[src/rtl/bp_pkg.sv]
package bp_pkg;
  localparam int CTR_W = 2;
  typedef logic [CTR_W-1:0] ctr_t;
  localparam ctr_t CTR_RESET = ctr_t'(1);
  localparam ctr_t CTR_MAX   = '1;
  localparam ctr_t CTR_MIN   = '0;

  function automatic ctr_t ctr_step(input ctr_t cur, input logic taken);
    ctr_t nxt;
    nxt = cur;
    if (taken && cur != CTR_MAX) nxt = cur + ctr_t'(1);
    else if (!taken && cur != CTR_MIN) nxt = cur - ctr_t'(1);
    return nxt;
  endfunction
endpackage

[src/rtl/bp_history.sv]
module bp_history #(
  parameter int HIST_W = 2
) (
  input  logic              clk,
  input  logic              rst_n,
  input  logic              shift_en,
  input  logic              outcome,
  output logic [HIST_W-1:0] hist
);
  always_ff @(posedge clk or negedge rst_n) begin
    if (!rst_n) hist <= '0;
    else if (shift_en) hist <= {hist[HIST_W-2:0], outcome};
  end
endmodule

[src/rtl/bp_counter_bank.sv]
module bp_counter_bank
  import bp_pkg::*;
#(
  parameter int IDX_W  = 4,
  parameter int HIST_W = 2,
  localparam int ENTRIES = 1 << IDX_W,
  localparam int WAYS    = 1 << HIST_W,
  localparam int FLAT_W  = ENTRIES * WAYS * CTR_W
) (
  input  logic              clk,
  input  logic              rst_n,
  input  logic              upd_en,
  input  logic [IDX_W-1:0]  upd_idx,
  input  logic [HIST_W-1:0] upd_sel,
  input  logic              upd_taken,
  input  logic [IDX_W-1:0]  rd_idx,
  input  logic [HIST_W-1:0] rd_sel,
  output ctr_t              rd_ctr,
  output logic [FLAT_W-1:0] ctr_flat
);
  ctr_t ctr_q [ENTRIES][WAYS];

  for (genvar e = 0; e < ENTRIES; e++) begin : g_entry
    for (genvar w = 0; w < WAYS; w++) begin : g_way
      logic hit;
      assign hit = upd_en && (upd_idx == IDX_W'(e)) && (upd_sel == HIST_W'(w));
      always_ff @(posedge clk or negedge rst_n) begin
        if (!rst_n) ctr_q[e][w] <= CTR_RESET;
        else if (hit) ctr_q[e][w] <= ctr_step(ctr_q[e][w], upd_taken);
      end
      assign ctr_flat[(e*WAYS + w)*CTR_W +: CTR_W] = ctr_q[e][w];
    end
  end

  assign rd_ctr = ctr_q[rd_idx][rd_sel];
endmodule

[src/rtl/corr_bpred.sv]
module corr_bpred
  import bp_pkg::*;
#(
  parameter int PC_W    = 32,
  parameter int ALIGN_W = 2,
  parameter int IDX_W   = 4,
  parameter int HIST_W  = 2,
  localparam int FLAT_W = (1 << IDX_W) * (1 << HIST_W) * CTR_W
) (
  input  logic            clk,
  input  logic            rst_n,
  input  logic [PC_W-1:0] lk_pc,
  output logic            lk_taken,
  input  logic            rs_valid,
  input  logic [PC_W-1:0] rs_pc,
  input  logic            rs_taken
);
  logic [IDX_W-1:0]  lk_idx, rs_idx;
  logic [HIST_W-1:0] hist_q;
  logic [FLAT_W-1:0] ctr_flat;
  ctr_t              lk_ctr;

  assign lk_idx = lk_pc[ALIGN_W +: IDX_W];
  assign rs_idx = rs_pc[ALIGN_W +: IDX_W];

  bp_history #(.HIST_W(HIST_W)) u_hist (
    .clk(clk), .rst_n(rst_n), .shift_en(rs_valid), .outcome(rs_taken), .hist(hist_q)
  );

  bp_counter_bank #(.IDX_W(IDX_W), .HIST_W(HIST_W)) u_bank (
    .clk(clk), .rst_n(rst_n),
    .upd_en(rs_valid), .upd_idx(rs_idx), .upd_sel(hist_q), .upd_taken(rs_taken),
    .rd_idx(lk_idx), .rd_sel(hist_q), .rd_ctr(lk_ctr), .ctr_flat(ctr_flat)
  );

  assign lk_taken = lk_ctr[CTR_W-1];
endmodule

[config.mk]
export PLATFORM = sky130hd
export DESIGN_NAME = corr_bpred
export DESIGN_NICKNAME = d
export VERILOG_FILES = /design/src/rtl/bp_pkg.sv /design/src/rtl/bp_history.sv /design/src/rtl/bp_counter_bank.sv /design/src/rtl/corr_bpred.sv
export SDC_FILE = /design/constraint.sdc
export NUM_CORES = 1
export LEC_CHECK = 0
export BUFFER_PORTS_ARGS = -buffer_cell sky130_fd_sc_hd__buf_2
export CORE_MARGIN = 10
export CORE_UTILIZATION = 56
export CTS_BUF_LIST = sky130_fd_sc_hd__clkbuf_8
export DETAILED_ROUTE_END_ITERATION = 8
export GPL_TIMING_DRIVEN = 0
export PLACE_DENSITY = 0.76
export REMOVE_ABC_BUFFERS = 1
export SLEW_MARGIN = 20
export SYNTH_ARGS = -nofsm -noshare
export SYNTH_HDL_FRONTEND = slang
export SYNTH_SLANG_ARGS = --single-unit
[constraint.sdc]
create_clock -name clk -period 3.2 [get_ports clk]
set_clock_uncertainty 0.2 [all_clocks]
set_input_delay 0.64 -clock clk [delete_from_list [all_inputs] [get_ports clk]]
set_output_delay 0.64 -clock clk [all_outputs]
set_load 0.02 [all_outputs]
Word-level counts from Yosys, hierarchy flattened:

Index checks and enable logic that the tools add are counted.

* add/sub/neg operators: 128
* order comparisons: 2
* equality and inequality tests: 82
* mux-type cells: 134
* bitwise operators: 2
* reductions and logical operators: 403

Operators by type and width (count)
* 2-to-1 mux 2 bit: 130
* nonzero test 2 bit: 128
* logical AND 1 bit: 208
* adder 2 x 1 -> 2 bit, second input constant: 64
* != test 2 bit, second input constant: 64
* AND reduction 2 bit: 64
* subtractor 2 x 1 -> 2 bit, second input constant: 64
* binary-select mux 8 bit (select 4 bit): 1
* == test 4 bit, second input constant: 8
* == test 4 x 3 -> 1 bit, second input constant: 4
* 2-to-1 mux 8 bit: 2
* == test 4 x 2 -> 1 bit, second input constant: 2
* >= comparator 5 bit, second input constant: 1
* NOT 4 -> 5 bit: 1
* binary-select mux 2 bit (select 2 bit): 1
* == test 2 bit, second input constant: 2
* == test 4 x 1 -> 1 bit, second input constant: 1
* logical NOT 4 bit: 1
* >= comparator 3 bit, second input constant: 1
* NOT 2 -> 3 bit: 1
* == test 2 x 1 -> 1 bit, second input constant: 1
* logical NOT 2 bit: 1
* logical NOT 1 bit: 1

* register bits after elaboration: 130
* input port bits: 68
* output and inout port bits: 1
* word-level logic and storage cells: 816

Longest topological paths before layout:

Gate-level depths: netlist of run 1.

* depth after elaboration: 7
* depth in mapped cells: 8
* depth with buffers taken out: 5

Cells and area by module:

A second synthesis of run 1 with hierarchy kept.

* cells, all modules: 946
* area, all modules: 8165.3 um^2

By module, submodules not included
* bp_counter_bank: instances 1, cells an instance 942, area each 8092.8 um^2, sequential area each 3283.1 um^2
* bp_history: instances 1, cells an instance 4, area each 72.6 um^2, sequential area each 50.0 um^2

Least setup slack after synthesis of run 1:

No wires, ideal clock.

* path kind: input-to-output
* start: input lk_pc[2]
* end: output lk_taken
* data arrival time: 1.995 ns
* required time: 2.360 ns
* path slack: 0.365 ns
* stages on the path: 6
* path buffers: 2
* path through: buf_4 buf_2 mux4_2 mux4_2 o22ai_2 nor2_1

* cells in the longest elaborated chain, start to end: 7

Ends and longest elaborated chain
* start: declaration: RTL line corr_bpred.sv:12 `input logic [PC_W-1:0] lk_pc,`
* NOT 4 -> 5 bit (not written as such): RTL line bp_counter_bank.sv:35 `assign rd_ctr = ctr_q[rd_idx][rd_sel];`
* binary-select mux 8 bit (select 4 bit): RTL line bp_counter_bank.sv:35
* 2-to-1 mux 8 bit (not written as such) (2 in series): RTL line bp_counter_bank.sv:35
* binary-select mux 2 bit (select 2 bit): RTL line bp_counter_bank.sv:35
* 2-to-1 mux 2 bit (not written as such) (2 in series): RTL line bp_counter_bank.sv:35
* end: declaration: RTL line corr_bpred.sv:13 `output logic lk_taken,`

No other way between the ends. The select of a mux whose other input is x is not followed.

Final worst setup path of run 1:

* start: register u_bank.ctr_q, in the netlist u_bank.ctr_flat[59]
* end: output lk_taken

* cells in the longest elaborated chain, start to end: 6

Ends and longest elaborated chain
* start: declaration: RTL line bp_counter_bank.sv:21 `ctr_t ctr_q [ENTRIES][WAYS];`
* start signal: indexed assignment: RTL line bp_counter_bank.sv:29 `else if (hit) ctr_q[e][w] <= ctr_step(ctr_q[e][w], upd_taken);`
* binary-select mux 8 bit (select 4 bit): RTL line bp_counter_bank.sv:35
* 2-to-1 mux 8 bit (not written as such) (2 in series): RTL line bp_counter_bank.sv:35
* binary-select mux 2 bit (select 2 bit): RTL line bp_counter_bank.sv:35
* 2-to-1 mux 2 bit (not written as such) (2 in series): RTL line bp_counter_bank.sv:35

No other way between the ends. The select of a mux whose other input is x is not followed.

==> results of run 1 <==
-- synthesized netlist by cell type, types with 2 or more instances --
| cell type | instances |
|---|---|
| o211ai_1 | 16 |
| clkbuf_1 | 44 |
| nor3_1 | 9 |
| dfstp_2 | 64 |
| mux4_2 | 12 |
| nor2b_1 | 3 |
| o31ai_1 | 5 |
| o21ai_0 | 51 |
| buf_6 | 2 |
| nand2_1 | 87 |
| dfrtp_1 | 66 |
| inv_1 | 45 |
| nand3_1 | 3 |
| nand2b_1 | 4 |
| mux2_2 | 2 |
| mux4_1 | 7 |
| nor2_1 | 18 |
| buf_1 | 9 |
| and3_1 | 22 |
| a31oi_1 | 35 |
| buf_2 | 10 |
| o21ai_1 | 122 |
| a21oi_1 | 69 |
| o2111ai_1 | 35 |
| and2_1 | 6 |
| mux2i_1 | 24 |
| nand3b_1 | 2 |
| nor4_1 | 5 |
-- per-layer routing --
layer	vias up	part of all wire (%)	GRT usage (%)
li1	2873	-	-
met1	3058	41	23.8
met2	190	50	32.9
met3	40	5.6	4.74
met4	0	3.2	9.73
met5	-	0	0
-- critical path, stage by stage (launching register included) --
cell	delay, ps
dfrtp_1	440
mux4_2	510
mux4_2	510
o22ai_2	160
nor2_1	70
buf_2	170
-- flip-flops by register name (all words and copies together) (netlist names) --
name,count
u_hist.hist,2
u_bank.ctr_flat,128
-- metrics by stage --
stage                     instances  setup WS, ps  area, um^2  hold slack [ps]
final                           954          49.2        7910              281
after floorplan                 722          -146        6910              144
after detailed placement        914          -253        7420              272
after CTS                       947          29.0        7840              283
after global placement          906         -1080        7190              268
after global routing            954          2.20        7910              295
-- how the worst max path moves through the flow --
stage                                   start  cells past startpoint  slack, ps        to
after floorplan                u_hist.hist[0]                      4       -150  lk_taken
after global placement         u_hist.hist[0]                      5      -1080  lk_taken
after detailed placement             lk_pc[2]                      6       -250  lk_taken
after CTS                            lk_pc[2]                      6         30  lk_taken
after global routing      u_bank.ctr_flat[79]                      5          2  lk_taken
final                     u_bank.ctr_flat[59]                      5         50  lk_taken
-- layout make-up --
class                      count  share of cell area (%)
multi-input combinational    546                    43.8
clock buffer                  21                    3.66
sequential                   130                    42.2
clock inverter                11                    1.55
timing repair buffer          28                    3.94
tap                          172                    2.72
inverter                      46                    2.18
-- what timing repair did --
| action | CTS | global route |
|---|---|---|
| pin swaps | 0 | 0 |
| hold buffers | 1 | 0 |
| gates resized for setup | 6 | 4 |
| endpoints found under the setup margin | 1 | 1 |
| endpoints found under the hold margin | 22 | 0 |
| buffers inserted | 0 | 7 |
-- where the power goes --
part / switching, W / internal (W) / total [W]
registers: 0.000185 / 0.00200 / 0.00218
clock network: 0.000621 / 0.000834 / 0.00146
logic: 0.000446 / 0.000283 / 0.000729
total: 0.00125 / 0.00311 / 0.00437
-- logic make-up after synthesis --
kind of cell | after synthesis | synth area share [%]
muxes | 45 | 9.97
and+or+nand+nor | 164 | 10.5
AOI/OAI and AO/OA | 337 | 26.9
DFF | 130 | 46.3
buffers and inverters | 112 | 6.28
==> flow_summary_export.csv, run 1 <==
group,metric,value,unit
cts,path_clk_slew,60,ps
critical_path,critPathKind,"reg -> out",
critical_path,end_kind,"output pin",
sta,rsz0062_at_grt,"false",
sta,clock.fmax,0.317,GHz
cts,cts.htree.levels,4,
route,vias,6161,
layout,nets,837,
synthesis,synthTopCellsByArea,"dfstp_2 23%, dfrtp_1 23%, o21ai_1 8.5%",
cts,cts-buffers-inserted,17,
hold_path,min_to,"u_bank.ctr_flat[78]",
synthesis,synth-seq-cells,130,
hold_path,min_delay_path_depth,1,
place,place_congestion,0.792,
critical_path,path_max_fanout,5,
critical_path,start_kind,"flop",
floorplan,rows,41,
route,drtIter0Drc,585,
cts,clkLatencyLatePin,460,ps
layout,drive_above_1_share,19.3,%
sta,final-hold-violation-count,0,
layout,fill_cells,1062,
place,dp_hpwl,11.3,mm
route,wl_per_cell,18.2,um
layout,final_cell_mix,"122 x o21ai_1, 87 x nand2_1, 69 x a21oi_1, 66 x dfrtp_1, 64 x dfstp_2",
layout,fin_util,62.7,%
layout,final_common_cell,"o21ai_1",
sta,slew-limit-headroom,30.0,%
critical_path,required,2360,ps
sta,slew_viol_final,0,
synthesis,ys.flop_type,"dfrtp_1",
hold_path,hp-class,"reg -> reg",
global_routing,grt_max_degree,148,
floorplan,design.die.area,0.0178,mm^2
floorplan,io_pins,69,
power_and_ir_drop,leakage,3.13,nW
power_and_ir_drop,finalPower,0.00437,W
synthesis,synth_edf_count,0,
synthesis,synth_largest_area_cell,"dfstp_2",
global_routing,grt_overflow,0,
layout,multiInputGateArea,0.00346,mm^2
synthesis,syn_area,0.00719,mm^2
place,io_buffers,12,
synthesis,synth-async-reset-ratio,100,%
synthesis,synth_area_per_cell,9.13,um^2
power_and_ir_drop,vdd_drop_max,0.306,mV
cts,clock-sinks,130,
layout,register_area,0.00333,mm^2
layout,num_antenna_cells,0,
critical_path,r2r-start,"u_hist.hist[0]",
floorplan,initial_utilization,57.0,%
power_and_ir_drop,pwr_density_cell,552,mW/mm^2
critical_path,r2r_cells,5,
synthesis,synth.distinct_cells,39,
hold_path,hold_start,"u_bank.ctr_flat[78]",
floorplan,die_h,133,um
global_routing,first_global_vias,6033,
job,cap_violations,0,
global_routing,antenna_found_initial,0,
floorplan,fp.dieW,133,um
global_routing,grt_pass1_wl,29.0,mm
route,drc_errors,0,
outcome,status,"complete, no violations",
sta,period_needed,3150,ps
route,viasPerCell,6.46,
synthesis,yosysWarnings,0,
sta,setup_violations,0,
route,postRouteAntennaNets,0,
layout,areaGrowthSynthToFinish,9.93,%
cts,cts_buffer_depth,2,
sta,tightest_slew,1050,ps
synthesis,syn_inst,788,
cts,cts_tree,"built",
critical_path,rr_endpoint,"u_bank.ctr_flat[111]",
floorplan,coreArea,0.0126,mm^2
sta,timing.final.crit_share,98.5,%
sta,setup_tns,0,ps
synthesis,synth_seq_area_share,46.3,%
route,drt_pass1_iterations,5,
critical_path,r2r_setup_slack,960,ps
synthesis,synth_top_area_share,23.4,%
route,routed_wl,17.3,mm
critical_path,worstPathArrival,2310,ps
cts,root_buffer,"clkbuf_8",
global_routing,grt.total_usage,19.9,%
Note: power is estimated with default switching activity, not from simulation.
==> run 2, diff against run 1 <==
--- a/config.mk
+++ b/config.mk
@@ -12,7 +12,7 @@
 export DETAILED_ROUTE_END_ITERATION = 8
 export GPL_TIMING_DRIVEN = 0
 export PLACE_DENSITY = 0.76
-export REMOVE_ABC_BUFFERS = 1
+export SKIP_LAST_GASP = 1
 export SLEW_MARGIN = 20
 export SYNTH_ARGS = -nofsm -noshare
 export SYNTH_HDL_FRONTEND = slang
==> flow_summary_export.csv, run 2 (synthesis gave the netlist of run 1 again) <==
group,metric,value,unit
floorplan,fp.dieW,133,um
hold_path,min_delay_path_depth,1,
critical_path,r2r_cells,5,
global_routing,first_global_vias,6823,
hold_path,min_to,"u_bank.ctr_flat[26]",
sta,slew_viol_final,0,
route,viasPerCell,6.93,
floorplan,coreArea,0.0126,mm^2
layout,largest_register_ffs,128,
synthesis,syn-num-nets,856,
cts,path_clk_slew,70,ps
place,io_buffers,6,
layout,fill_cells,1015,
floorplan,design.die.area,0.0178,mm^2
cts,cts_buffer_depth,2,
route,vias,6948,
global_routing,grt.total_usage,26.2,%
critical_path,worstPathArrival,2340,ps
route,drtIter0Drc,1102,
hold_path,hold_start,"u_bank.ctr_flat[26]",
power_and_ir_drop,leakage,3.11,nW
critical_path,cpPeakStageDelay,480,ps
cts,cts.htree.levels,4,
floorplan,initial_utilization,57.0,%
critical_path,start_kind,"input pin",
hold_path,hp-class,"reg -> reg",
sta,slew-limit-headroom,36.4,%
floorplan,rows,41,
critical_path,r2r_setup_slack,750,ps
place,dp_slack,-215,ps
cts,cts_tree,"built",
sta,clock.fmax,0.314,GHz
route,wl_per_cell,23.5,um
sta,final-hold-violation-count,0,
sta,period_needed,3180,ps
job,cap_violations,0,
layout,areaGrowthSynthToFinish,9.62,%
layout,num_antenna_cells,0,
power_and_ir_drop,pwr_density_cell,547,mW/mm^2
sta,timing.final.crit_share,99.4,%
floorplan,io_pins,69,
route,postRouteAntennaNets,0,
cts,cts-buffers-inserted,17,
critical_path,crit_chain,"buf_4 > buf_6 > mux4_2 > mux4_2 > o22ai_2 > nor2_1 > buf_2",
layout,drive_above_1_share,16.7,%
place,dp_hpwl,15.7,mm
layout,multiInputGateArea,0.00340,mm^2
sta,rsz0062_at_grt,"false",
global_routing,grt_pass1_wl,36.5,mm
sta,setup_tns,0,ps
layout,final_common_cell,"o21ai_1",
critical_path,slowest_stage,"mux4_2",
critical_path,path_max_fanout,10,
critical_path,end_kind,"output pin",
cts,root_buffer,"clkbuf_8",
critical_path,required,2360,ps
global_routing,grt_overflow,0,
global_routing,grt_max_degree,73,
critical_path,cpMostUsedCell,"mux4_2",
cts,clock-sinks,130,
cts,clkLatencyLatePin,470,ps
place,place_area,0.00747,mm^2
power_and_ir_drop,finalPower,0.00432,W
route,drc_errors,0,
place,place_congestion,0.937,
sta,setup_slack,19.9,ps
sta,setup_violations,0,
outcome,status,"complete, no violations",
layout,register_area,0.00334,mm^2
critical_path,r2r-start,"u_hist.hist[0]",
power_and_ir_drop,vdd_drop_max,0.262,mV
sta,tightest_slew,946,ps
layout,final_cell_mix,"122 x o21ai_1, 87 x nand2_1, 69 x a21oi_1, 64 x dfstp_2, 64 x dfrtp_1",
critical_path,critPathKind,"in -> out",
layout,nets,885,
route,drt_pass1_iterations,5,
layout,design_area,0.00789,mm^2
route,routed_wl,23.6,mm
floorplan,die_h,133,um
global_routing,antenna_found_initial,0,
critical_path,rr_endpoint,"u_bank.ctr_flat[78]",
[run 2: how the worst max path moves through the flow]
stage                          end  cells past startpoint  slack [ps]                 start
6_report                  lk_taken                      7          20              lk_pc[2]
5_1_grt                   lk_taken                      5           3  u_bank.ctr_flat[115]
4_1_cts                   lk_taken                      7         0.7              lk_pc[3]
3_5_place_dp              lk_taken                      7        -220              lk_pc[2]
3_3_place_gp   u_bank.ctr_flat[95]                      1        -310                 rst_n
2_1_floorplan             lk_taken                      6         370              lk_pc[2]
[run 2: critical path, delay by kind of cell]
kind                   cells  cell delay (ps)
buffers and inverters      3              580
multiplexers               2              850
AND/OR/NAND/NOR            1               80
AO/OA/AOI/OAI              1              170
[run 2: power breakdown]
part	internal [W]	switching, W
Combinational	0.000264	0.000521
Clock	0.000697	0.000636
Sequential	0.00200	0.000201
Total	0.00296	0.00136
[run 2: final cells by class]
cell class	instances	share of cell area, %
buffer	66	3.74
sequential	130	42.3
multi-input combinational	546	43.2
tap	172	2.73
inverter	46	2.19
clock buffer	22	3.84
timing repair buffer	10	1.16
clock inverter	10	0.873
[run 2: metal layers]
metal / track usage, % / part of all wire (%) / wire length, um / vias to the layer above
li1: - / - / - / 2969
met1: 32.0 / 38 / 9010 / 3363
met2: 39.6 / 45 / 10700 / 488
met3: 8.20 / 11 / 2570 / 128
met4: 16.0 / 5.4 / 1270 / 0
met5: 0 / 0 / 0 / -
[run 2: repair_timing]
item | CTS | global route
buffers inserted | 0 | 2
resized for setup | 6 | 6
hold buffers | 1 | 0
endpoints found under the setup margin | 1 | 1
pin swaps | 0 | 0
endpoints found under the hold margin | 30 | 0
[run 2: per-stage QoR]
| step | utilization (%) | hold WS [ps] | cells |
|---|---|---|---|
| floorplan | - | 144 | 788 |
| global placement | 58.9 | 268 | 966 |
| detailed placement | 59.2 | 272 | 967 |
| CTS | 62.3 | 282 | 1000 |
| global route | 62.5 | 293 | 1002 |
| finish | 62.5 | 285 | 1002 |
